<file path="src/rtl/qspi_win_pkg.sv">
package qspi_win_pkg;
  localparam int QW_LANES  = 4;
  localparam int QW_B_CS   = 0;
  localparam int QW_B_SCLK = 1;
  localparam int QW_B_IO   = 2;
  localparam int QW_SYNC_W = QW_B_IO + QW_LANES;
endpackage

</file>
<file path="src/rtl/qspi_win_sync.sv">
module qspi_win_sync #(
  parameter int W = 6,
  parameter int STAGES = 2,
  parameter logic [W-1:0] RST_VAL = '0
) (
  input  logic         clk,
  input  logic         rst_n,
  input  logic [W-1:0] d,
  output logic [W-1:0] q
);
  logic [W-1:0] chain_q [STAGES];

  always_ff @(posedge clk or negedge rst_n) begin
    if (!rst_n) begin
      for (int s = 0; s < STAGES; s++) chain_q[s] <= RST_VAL;
    end else begin
      chain_q[0] <= d;
      for (int s = 1; s < STAGES; s++) chain_q[s] <= chain_q[s-1];
    end
  end

  assign q = chain_q[STAGES-1];
endmodule

</file>
<file path="src/rtl/qspi_win_rx.sv">
module qspi_win_rx #(
  parameter int CFG_W = 8,
  parameter int CNT_W = 10,
  parameter int LANES = 4
) (
  input  logic               clk,
  input  logic               rst_n,
  input  logic               smp,
  input  logic [CNT_W-1:0]   cnt,
  input  logic [CFG_W-1:0]   cfg_skip,
  input  logic [CFG_W-1:0]   cfg_wr_len,
  input  logic [LANES-1:0]   nib,
  output logic [2*LANES-1:0] rx_byte,
  output logic               rx_valid
);
  localparam int PADW = CNT_W - CFG_W;

  logic [CNT_W-1:0]   lo_x, hi_x;
  logic               hit, second;
  logic               hi_en, byte_en;
  logic [LANES-1:0]   hi_q;
  logic [2*LANES-1:0] byte_q, byte_d;
  logic               valid_q, valid_d;

  always_comb begin
    lo_x    = {{PADW{1'b0}}, cfg_skip};
    hi_x    = {{PADW{1'b0}}, cfg_wr_len};
    hit     = smp && (cnt >= lo_x) && (cnt < hi_x);
    second  = cnt[0] ^ cfg_skip[0];
    hi_en   = hit && !second;
    byte_en = hit && second;
    byte_d  = {hi_q, nib};
    valid_d = byte_en;
  end

  always_ff @(posedge clk or negedge rst_n) begin
    if (!rst_n) begin
      hi_q    <= '0;
      byte_q  <= '0;
      valid_q <= 1'b0;
    end else begin
      valid_q <= valid_d;
      if (hi_en)   hi_q   <= nib;
      if (byte_en) byte_q <= byte_d;
    end
  end

  assign rx_byte  = byte_q;
  assign rx_valid = valid_q;
endmodule

</file>
<file path="src/rtl/qspi_win_tx.sv">
module qspi_win_tx #(
  parameter int CFG_W = 8,
  parameter int CNT_W = 10,
  parameter int LANES = 4
) (
  input  logic               clk,
  input  logic               rst_n,
  input  logic               evt,
  input  logic               cs_lvl,
  input  logic [CNT_W-1:0]   cnt,
  input  logic [CFG_W-1:0]   cfg_wr_len,
  input  logic [CFG_W-1:0]   cfg_dummy,
  input  logic [CFG_W-1:0]   cfg_skip,
  input  logic [CFG_W-1:0]   cfg_reply_len,
  input  logic [2*LANES-1:0] tx_byte,
  output logic               oe,
  output logic [LANES-1:0]   io,
  output logic               tx_load
);
  localparam int PADW = CNT_W - CFG_W;

  logic [CNT_W-1:0] start_x, stop_x;
  logic             hit, odd, upd;
  logic             oe_q, oe_d;
  logic [LANES-1:0] io_q, io_d, lo_q, lo_d;
  logic             load_q, load_d;

  always_comb begin
    start_x = {{PADW{1'b0}}, cfg_wr_len} + {{PADW{1'b0}}, cfg_dummy}
            + {{PADW{1'b0}}, cfg_skip};
    stop_x  = start_x + {{PADW{1'b0}}, cfg_reply_len};
    hit     = (cnt >= start_x) && (cnt < stop_x);
    odd     = cnt[0] ^ start_x[0];
    upd     = cs_lvl | evt;
    oe_d    = oe_q;
    io_d    = io_q;
    lo_d    = lo_q;
    load_d  = 1'b0;
    if (cs_lvl) begin
      oe_d = 1'b0;
    end else if (evt) begin
      oe_d = hit;
      if (hit) begin
        if (!odd) begin
          io_d   = tx_byte[2*LANES-1:LANES];
          lo_d   = tx_byte[LANES-1:0];
          load_d = 1'b1;
        end else begin
          io_d = lo_q;
        end
      end
    end
  end

  always_ff @(posedge clk or negedge rst_n) begin
    if (!rst_n) begin
      oe_q   <= 1'b0;
      io_q   <= '0;
      lo_q   <= '0;
      load_q <= 1'b0;
    end else begin
      load_q <= load_d;
      if (upd) begin
        oe_q <= oe_d;
        io_q <= io_d;
        lo_q <= lo_d;
      end
    end
  end

  assign oe      = oe_q;
  assign io      = io_q;
  assign tx_load = load_q;
endmodule

</file>
<file path="src/rtl/qspi_win_slave.sv">
module qspi_win_slave
  import qspi_win_pkg::*;
#(
  parameter int CFG_W = 8,
  parameter int SYNC_STAGES = 2
) (
  input  logic                  clk,
  input  logic                  rst_n,
  input  logic                  spi_cs_n,
  input  logic                  spi_sclk,
  input  logic [QW_LANES-1:0]   spi_io_in,
  output logic [QW_LANES-1:0]   spi_io_out,
  output logic                  spi_io_oe,
  input  logic [CFG_W-1:0]      cfg_wr_len,
  input  logic [CFG_W-1:0]      cfg_dummy,
  input  logic [CFG_W-1:0]      cfg_skip,
  input  logic [CFG_W-1:0]      cfg_reply_len,
  output logic [2*QW_LANES-1:0] rx_byte,
  output logic                  rx_valid,
  input  logic [2*QW_LANES-1:0] tx_byte,
  output logic                  tx_load
);
  localparam int LANES = QW_LANES;
  localparam int CNT_W = CFG_W + 2;
  localparam int SW    = QW_SYNC_W;
  localparam logic [SW-1:0] SYNC_RST = {{LANES{1'b0}}, 1'b0, 1'b1};

  logic [1:0]       rst_pipe_q;
  logic             rst_l;
  logic [SW-1:0]    pin_vec, pin_lvl;
  logic             cs_lvl, cs_prv_q, sclk_lvl, sclk_prv_q;
  logic             cs_fall, sclk_rise, sclk_fall, tx_evt;
  logic [CNT_W-1:0] cnt_q, cnt_d;
  logic             cnt_en;
  logic             tx_oe;
  logic [LANES-1:0] nib_s;

  always_ff @(posedge clk or negedge rst_n) begin
    if (!rst_n) rst_pipe_q <= 2'b00;
    else        rst_pipe_q <= {rst_pipe_q[0], 1'b1};
  end
  assign rst_l = rst_pipe_q[1];

  assign pin_vec = {spi_io_in, spi_sclk, spi_cs_n};

  qspi_win_sync #(.W(SW), .STAGES(SYNC_STAGES), .RST_VAL(SYNC_RST)) u_sync (
    .clk(clk), .rst_n(rst_l), .d(pin_vec), .q(pin_lvl)
  );

  assign cs_lvl   = pin_lvl[QW_B_CS];
  assign sclk_lvl = pin_lvl[QW_B_SCLK];
  assign nib_s    = pin_lvl[QW_B_IO +: LANES];

  always_ff @(posedge clk or negedge rst_l) begin
    if (!rst_l) begin
      cs_prv_q   <= 1'b1;
      sclk_prv_q <= 1'b0;
    end else begin
      cs_prv_q   <= cs_lvl;
      sclk_prv_q <= sclk_lvl;
    end
  end

  always_comb begin
    cs_fall   = cs_prv_q & ~cs_lvl;
    sclk_rise = ~sclk_prv_q & sclk_lvl & ~cs_lvl;
    sclk_fall = sclk_prv_q & ~sclk_lvl & ~cs_lvl;
    tx_evt    = cs_fall | sclk_fall;
    cnt_en    = cs_lvl | sclk_rise;
    cnt_d     = cnt_q;
    if (cs_lvl)                   cnt_d = '0;
    else if (cnt_q != {CNT_W{1'b1}}) cnt_d = cnt_q + 1'b1;
  end

  always_ff @(posedge clk or negedge rst_l) begin
    if (!rst_l)      cnt_q <= '0;
    else if (cnt_en) cnt_q <= cnt_d;
  end

  qspi_win_rx #(.CFG_W(CFG_W), .CNT_W(CNT_W), .LANES(LANES)) u_rx (
    .clk(clk), .rst_n(rst_l), .smp(sclk_rise), .cnt(cnt_q),
    .cfg_skip(cfg_skip), .cfg_wr_len(cfg_wr_len), .nib(nib_s),
    .rx_byte(rx_byte), .rx_valid(rx_valid)
  );

  qspi_win_tx #(.CFG_W(CFG_W), .CNT_W(CNT_W), .LANES(LANES)) u_tx (
    .clk(clk), .rst_n(rst_l), .evt(tx_evt), .cs_lvl(cs_lvl), .cnt(cnt_q),
    .cfg_wr_len(cfg_wr_len), .cfg_dummy(cfg_dummy), .cfg_skip(cfg_skip),
    .cfg_reply_len(cfg_reply_len), .tx_byte(tx_byte),
    .oe(tx_oe), .io(spi_io_out), .tx_load(tx_load)
  );

  assign spi_io_oe = tx_oe & ~spi_cs_n;
endmodule

</file>
<file path="config.mk">
export PLATFORM = sky130hd
export DESIGN_NAME = qspi_win_slave
export DESIGN_NICKNAME = d
export VERILOG_FILES = /design/src/rtl/qspi_win_pkg.sv /design/src/rtl/qspi_win_sync.sv /design/src/rtl/qspi_win_rx.sv /design/src/rtl/qspi_win_tx.sv /design/src/rtl/qspi_win_slave.sv
export SDC_FILE = /design/constraint.sdc
export NUM_CORES = 1
export LEC_CHECK = 0
export BUFFER_PORTS_ARGS = -buffer_cell sky130_fd_sc_hd__buf_4
export CORE_AREA = 5 5 89 91
export CTS_CLUSTER_DIAMETER = 40
export DETAILED_ROUTE_END_ITERATION = 8
export DIE_AREA = 0 0 94 96
export PLACE_DENSITY = 0.86
export SYNTH_ARGS = -nofsm -noshare
export SYNTH_HDL_FRONTEND = slang
export SYNTH_SLANG_ARGS = --single-unit
</file>
<file path="constraint.sdc">
create_clock -name clk -period 4.4 [get_ports clk]
set_input_delay 0.44 -clock clk [delete_from_list [all_inputs] [get_ports clk]]
set_output_delay 0.44 -clock clk [all_outputs]
set_load 0.02 [all_outputs]
</file>
---- Word level (Yosys, flattened, before mapping) ----
Index checks and enable logic that the tools add are counted.
storage, ports and cells
  register bits ........................... 49
  bits of input ports ..................... 48
  output and inout bits ................... 15
  word-level logic and storage cells ...... 59
cells by class
  add/sub/neg operators ................... 4
  $lt $le $gt $ge ......................... 4
  equality and inequality tests ........... 1
  mux-type cells .......................... 9
  bitwise operators ....................... 16
  reduce and logical (&&, ||, !) cells .... 12
operators by type and width
  cell                   count
  $add 10x8->10          2
  $mux 10                2
  $add 10x1->10 const B  1
  $ge 10x10->1           1
  $ge 10x8->1            1
  $lt 10x10->1           1
  $lt 10x8->1            1
  $ne 10x10->1 const B   1
  $add 8x8->9            1
  $and 1x1->1            6
  $mux 1                 6
  $logic_and 1x1->1      5
  $not 1->1              5
  $reduce_and 5->1       1
  $mux 4                 1
  $reduce_and 2->1       2
  $reduce_and 4->1       1
  $reduce_bool 2->1      2
  $or 1x1->1             3
  $xor 1x1->1            2
  $logic_not 1->1        1

---- Logic depth before layout (Yosys ltp) ----
  depth after elaboration ................. 8
  depth in mapped cells ................... 27
  mapped depth without buffers ............ 25

---- Hierarchy ----
A second synthesis with hierarchy kept.
unflattened totals
  cells, all modules ...................... 370
  area total of the unflattened synthesis .. 3778.6 um2
modules (own cells, without submodules)
  module          times used  cells each  area an instance (um2)  sequential area each (um2)
  qspi_win_tx     1           194         1751.7                  250.2
  qspi_win_rx     1           78          880.8                   325.3
  qspi_win_slave  1           80          798.3                   351.6
  qspi_win_sync   1           18          347.8                   302.8

---- Worst setup path after synthesis ----
OpenSTA, ideal clock, no wires.
  path type ............................... input -> register
  start ................................... input cfg_wr_len[0]
  end ..................................... register u_tx.lo_q[0]
  setup time .............................. 0.125 ns
  arrival time ............................ 5.177 ns
  required time ........................... 4.275 ns
  slack ................................... -0.902 ns
  cell stages on the path ................. 26
  path buffers ............................ 2
  cells stage by stage .................... ha_1 > inv_1 > fa_1 > nor2b_1 > o21a_1 > nor2_1 > xnor2_1 > ha_1 > a21oi_1 > inv_1 > o21ai_0 > nor2b_1 > xnor2_1 > ha_1 > or2_2 > a21boi_0 > xnor2_1 > ha_1 > a21o_1 > a21o_1 > a221oi_1 > o21a_1 > buf_2 > and3_1 > clkbuf_1 > mux2_2
on the way
  cells in the longest elaborated chain, start to end .. 6
  elaborated cells between the ends (all ways) .. 9
  classes of those cells .................. add/sub: 3; order compare: 2; bitwise: 2; reduce/logical: 2
ends and longest elaborated chain
  what                                 RTL line              text
  start, declared                      qspi_win_slave.sv:14  input logic [CFG_W-1:0] cfg_wr_len,
  $add 8x8->9 *                        qspi_win_tx.sv:29     start_x = {{PADW{1'b0}}, cfg_wr_len} + {{PADW{1'b0}}, cfg_dummy}
  $add 10x8->10 *                      qspi_win_tx.sv:30     + {{PADW{1'b0}}, cfg_skip};
  $add 10x8->10                        qspi_win_tx.sv:31     stop_x = start_x + {{PADW{1'b0}}, cfg_reply_len};
  $lt 10x10->1                         qspi_win_tx.sv:32     hit = (cnt >= start_x) && (cnt < stop_x);
  $logic_and 1x1->1                    qspi_win_tx.sv:32
  $reduce_and 5->1 (no source line) *  n/a
  end signal, assigned                 qspi_win_tx.sv:66     lo_q <= lo_d;
  end, declared                        qspi_win_tx.sv:25     logic [LANES-1:0] io_q, io_d, lo_q, lo_d;
Every way passes the cells marked *; elsewhere a longest branch is shown, timed or not.
A chain may end at the register's enable or synchronous reset.

---- Worst setup path after layout ----
  start ................................... input cfg_dummy[0]
  end ..................................... register u_tx.lo_q[1]
on the way
  cells in the longest elaborated chain, start to end .. 6
  elaborated cells between the ends (all ways) .. 9
  classes of those cells .................. add/sub: 3; order compare: 2; bitwise: 2; reduce/logical: 2
ends and longest elaborated chain
  what                                 RTL line              text
  start, declared                      qspi_win_slave.sv:15  input logic [CFG_W-1:0] cfg_dummy,
  $add 8x8->9 *                        qspi_win_tx.sv:29
  $add 10x8->10 *                      qspi_win_tx.sv:30
  $add 10x8->10                        qspi_win_tx.sv:31
  $lt 10x10->1                         qspi_win_tx.sv:32
  $logic_and 1x1->1                    qspi_win_tx.sv:32
  $reduce_and 5->1 (no source line) *  n/a
Marks and branches as above.

==> metrics <==
run status finished, violations left; failing checks setup timing; Final Cell Area 4960 µm²; Vias/cell 5.40; number of max-cap violations 0; total of warnings raised by yosys 0; num rows 31; Synth-to-Final Area Change 36.4%; worst slew slack as a fraction of its limit 34.7%; CTS buffer count 5; Total Power 1800 µW; beginning of the worst hold path spi_sclk; clock period minus final worst setup slack about 4.8 ns; maximum number of pins on one net before global-route repair between 40 and 50; number of different library cells in the post-synthesis netlist 46; share of the clock period used by the worst path 109%; relative contribution of sequential cells to total power between 20% and 30%; Max Buffers Root-to-Sink 2; combinational family with the most area after synthesis adder cells; compound-gate portion of the synthesized area 14.3%; count of H-tree levels built during CTS 2; final setup margin -0.408 ns; core area 7060 µm²; detailed-route via count 3200; asr flop ratio synth 100%; wire length of the first global-routing pass around 15000 µm; power share of the clock group 15.5%; proportion of layout cells with a drive suffix above 1 37.2%; adder-cell share of the synthesized area 22.3%; I/O pin count 63; DRC 0; Post-Place Cells roughly 570; 1st-pass router iterations 5; detailed placement HPWL 7020 µm; endpoint of the worst register-to-register path u_rx.rx_byte[4]$_DFFE_PN0P_; power density over the cells 362 nW/µm²; WP data required 4.60 ns; RSZ-0062 raised after global routing true; hold path cells 1; proportion of netlist area held by the largest area contributor 31.6%; cell accounting for the most synthesized area sky130_fd_sc_hd__dfrtp_1; most frequently used cell type in the post-synthesis netlist sky130_fd_sc_hd__ha_1; total of endpoints with negative setup slack in the final report 10; top cells by area in the synthesized netlist sky130_fd_sc_hd__dfrtp_1, sky130_fd_sc_hd__ha_1, sky130_fd_sc_hd__mux2_2; startpoint of the worst-slack reg-to-reg timing path cnt_q[5]$_DFFE_PN0P_; Final Routed Wirelength 9320 µm; capturing element type of the critical path register; Synth Instances approximately 370; count of input and output buffers between 60 and 70; CP Class in2reg; placed standard-cell area around 4600 µm²; via count of the first global-routing pass 3334; width of the die around 94 µm; internal cell power 1150 µW; Max Transition Viols Final 0; peak supply drop 0.000273 V; average wire per standard cell 15.7 µm; synthesized netlist net count 480; number of sinks handled by clock tree synthesis 49; Antenna Diode Count 0; crit start category input port; post-detailed-route count of antenna-violating nets 0; summed negative setup slack over all endpoints -3.42 ns; Net Sw Frac 36.2%; setup slack on the worst flop-to-flop path between 1.5 and 2 ns; peak fanout along the critical path 5; sequential area share after synthesis 33.8%; synthesized-area fraction occupied by and/or/nand/nor cells 11.9%; Gate power share 56.2%; 1st-iter DRT viols 115; number of storage elements in the synthesis netlist 49; net total in the final layout 604; Highest Clock Rate approximately 210 MHz; fraction of synthesized cell area in xor and xnor cells ~6.5%; Final Wtd Congestion approximately 0.9; count of flip-flops with a built-in enable after synthesis 0; syn avg cell area roughly 9.9 µm²; clock tree from TritonCTS built; clock-pin slew reported for the worst setup and hold paths after clock tree synthesis 0.09 ns; crit path DAT approximately 5 ns; Primary FF master, synth sky130_fd_sc_hd__dfrtp_1; Die Area 9020 µm²; final count of hold timing violations 0; Congestion Overflow GR 0; antenna violations before repair 0; Worst Clk Skew 0.0145 ns; fraction of synthesized area in multiplexers 6.64%; slew at the pin with the worst max-slew slack 0.980 ns; worst-case setup slack after placement -0.878 ns; Worst Reg2Reg Path Length in Cells 7; list of most frequent post-synthesis cells sky130_fd_sc_hd__ha_1, sky130_fd_sc_hd__dfrtp_1, sky130_fd_sc_hd__inv_1; static power due to leakage 0.00264 µW; root buffer cell sky130_fd_sc_hd__clkbuf_8; initial standard-cell utilization of the core 51.5%; final instance count without filler cells 593; Net Sw Power between 600 and 700 µW; min-delay worst type in2reg; Hold Path End u_sync.chain_q[7]$_DFF_PN0_; insertion delay of the later-clocked pin in the worst-skew pair between 0.3 and 0.4 ns; total global routing track utilization 21.0%; post-synthesis cell area 3640 µm²; die extent in y 96 µm
## cells in the final DEF, fill, tap and decap left out, types with 12 or more instances in the layout
| cell type | count |
|---|---|
| sky130_fd_sc_hd__buf_4 | 115 |
| sky130_fd_sc_hd__ha_1 | 58 |
| sky130_fd_sc_hd__dfrtp_1 | 45 |
| sky130_fd_sc_hd__inv_1 | 36 |
| sky130_fd_sc_hd__nor2_1 | 27 |
| sky130_fd_sc_hd__a21oi_1 | 14 |
| sky130_fd_sc_hd__nand2_1 | 14 |
| sky130_fd_sc_hd__mux2_2 | 13 |
| sky130_fd_sc_hd__a21o_1 | 12 |
| sky130_fd_sc_hd__xnor2_1 | 12 |
| sky130_fd_sc_hd__nand3_1 | 12 |
## state kept, by name, summed over array words and instances, names as in the netlist
signal	count
cnt_q	10
cs_prv_q	1
rst_pipe_q	2
sclk_prv_q	1
u_rx.hi_q	4
u_rx.rx_byte	8
u_rx.rx_valid	1
u_sync.chain_q	6
u_sync.q	6
u_tx.io	4
u_tx.lo_q	4
u_tx.oe	1
u_tx.tx_load	1
## per-layer routing
layer	global-route usage, %	up-vias	part of all wire, %
li1	-	1553	-
met1	24.7	1515	41
met2	38.2	105	51
met3	3.28	27	5.9
met4	8.30	0	2.8
met5	0	-	0
## logic make-up after synthesis
family,after synthesis
and+or+nand+nor,88
AOI/OAI and AO/OA,77
adders and majority gates,63
DFF,49
buffers and inverters,42
xor gates and xnor gates,27
muxes,22
other,1
## timing repair
| item | in CTS | in global routing |
|---|---|---|
| setup endpoints to repair | 10 | 10 |
| buffers inserted | 10 | 5 |
| hold buffers | 1 | 0 |
| pin swaps | 15 | 13 |
| cloned | 1 | 0 |
| endpoints found under the hold margin | 2 | 0 |
| resized for setup | 14 | 17 |
## how the worst max path moves through the flow
stage	from	to	slack [ns]	cells after the start
floorplan	cfg_wr_len[0]	u_tx.lo_q[0]$_DFFE_PN0P_	-0.58	26
global placement	cfg_wr_len[0]	u_tx.lo_q[1]$_DFFE_PN0P_	-0.73	25
CTS	cfg_dummy[0]	u_tx.lo_q[1]$_DFFE_PN0P_	-0.34	25
finish	cfg_dummy[0]	u_tx.lo_q[1]$_DFFE_PN0P_	-0.41	25
global route	cfg_dummy[0]	u_tx.io[0]$_DFFE_PN0P_	-0.61	32
detailed placement	cfg_wr_len[0]	u_tx.lo_q[0]$_DFFE_PN0P_	-0.88	25
## through the flow
| step | util [%] | hold slack (ns) |
|---|---|---|
| after global placement | 64.9 | 0.222 |
| after global routing | 70.3 | 0.224 |
| final | 70.3 | 0.239 |
| after floorplan | - | 0.144 |
| after detailed placement | 64.9 | 0.223 |
| after CTS | 68.5 | 0.226 |
## final cells by class
type,count,area [µm²]
Clock buffer,6,82.6
Sequential cell,49,1230
Timing Repair Buffer,121,927
Tap cell,99,124
Fill cell,522,2100
Inverter,38,143
Clock inverter,2,13.8
Multi-Input combinational cell,278,2440
## power by group through the flow
stage,clock (µW),combinational (µW),sequential [µW]
floorplan,0,522,523
global placement,0,801,511
detailed placement,0,844,513
CTS,286,915,505
global route,303,1110,512
finish,279,1010,507
## critical path, cell delays in order
cell	delay (ns)
sky130_fd_sc_hd__buf_6	0.07
sky130_fd_sc_hd__ha_4	0.13
sky130_fd_sc_hd__inv_2	0.03
sky130_fd_sc_hd__fa_2	0.33
sky130_fd_sc_hd__nor2b_2	0.14
sky130_fd_sc_hd__o21a_1	0.12
sky130_fd_sc_hd__nor2_1	0.04
sky130_fd_sc_hd__xnor2_1	0.13
sky130_fd_sc_hd__ha_1	0.37
sky130_fd_sc_hd__a21oi_2	0.22
sky130_fd_sc_hd__inv_2	0.06
sky130_fd_sc_hd__o21ai_2	0.14
sky130_fd_sc_hd__nor2b_4	0.18
sky130_fd_sc_hd__xnor2_2	0.13
sky130_fd_sc_hd__ha_1	0.27
sky130_fd_sc_hd__or2_4	0.24
sky130_fd_sc_hd__a21boi_4	0.15
sky130_fd_sc_hd__xnor2_2	0.16
sky130_fd_sc_hd__ha_1	0.31
sky130_fd_sc_hd__a21o_1	0.16
sky130_fd_sc_hd__a21o_1	0.15
sky130_fd_sc_hd__a221oi_2	0.27
sky130_fd_sc_hd__o21a_1	0.21
sky130_fd_sc_hd__and3_4	0.25
sky130_fd_sc_hd__mux2_4	0.31
Power figures use the tool's default switching activity.
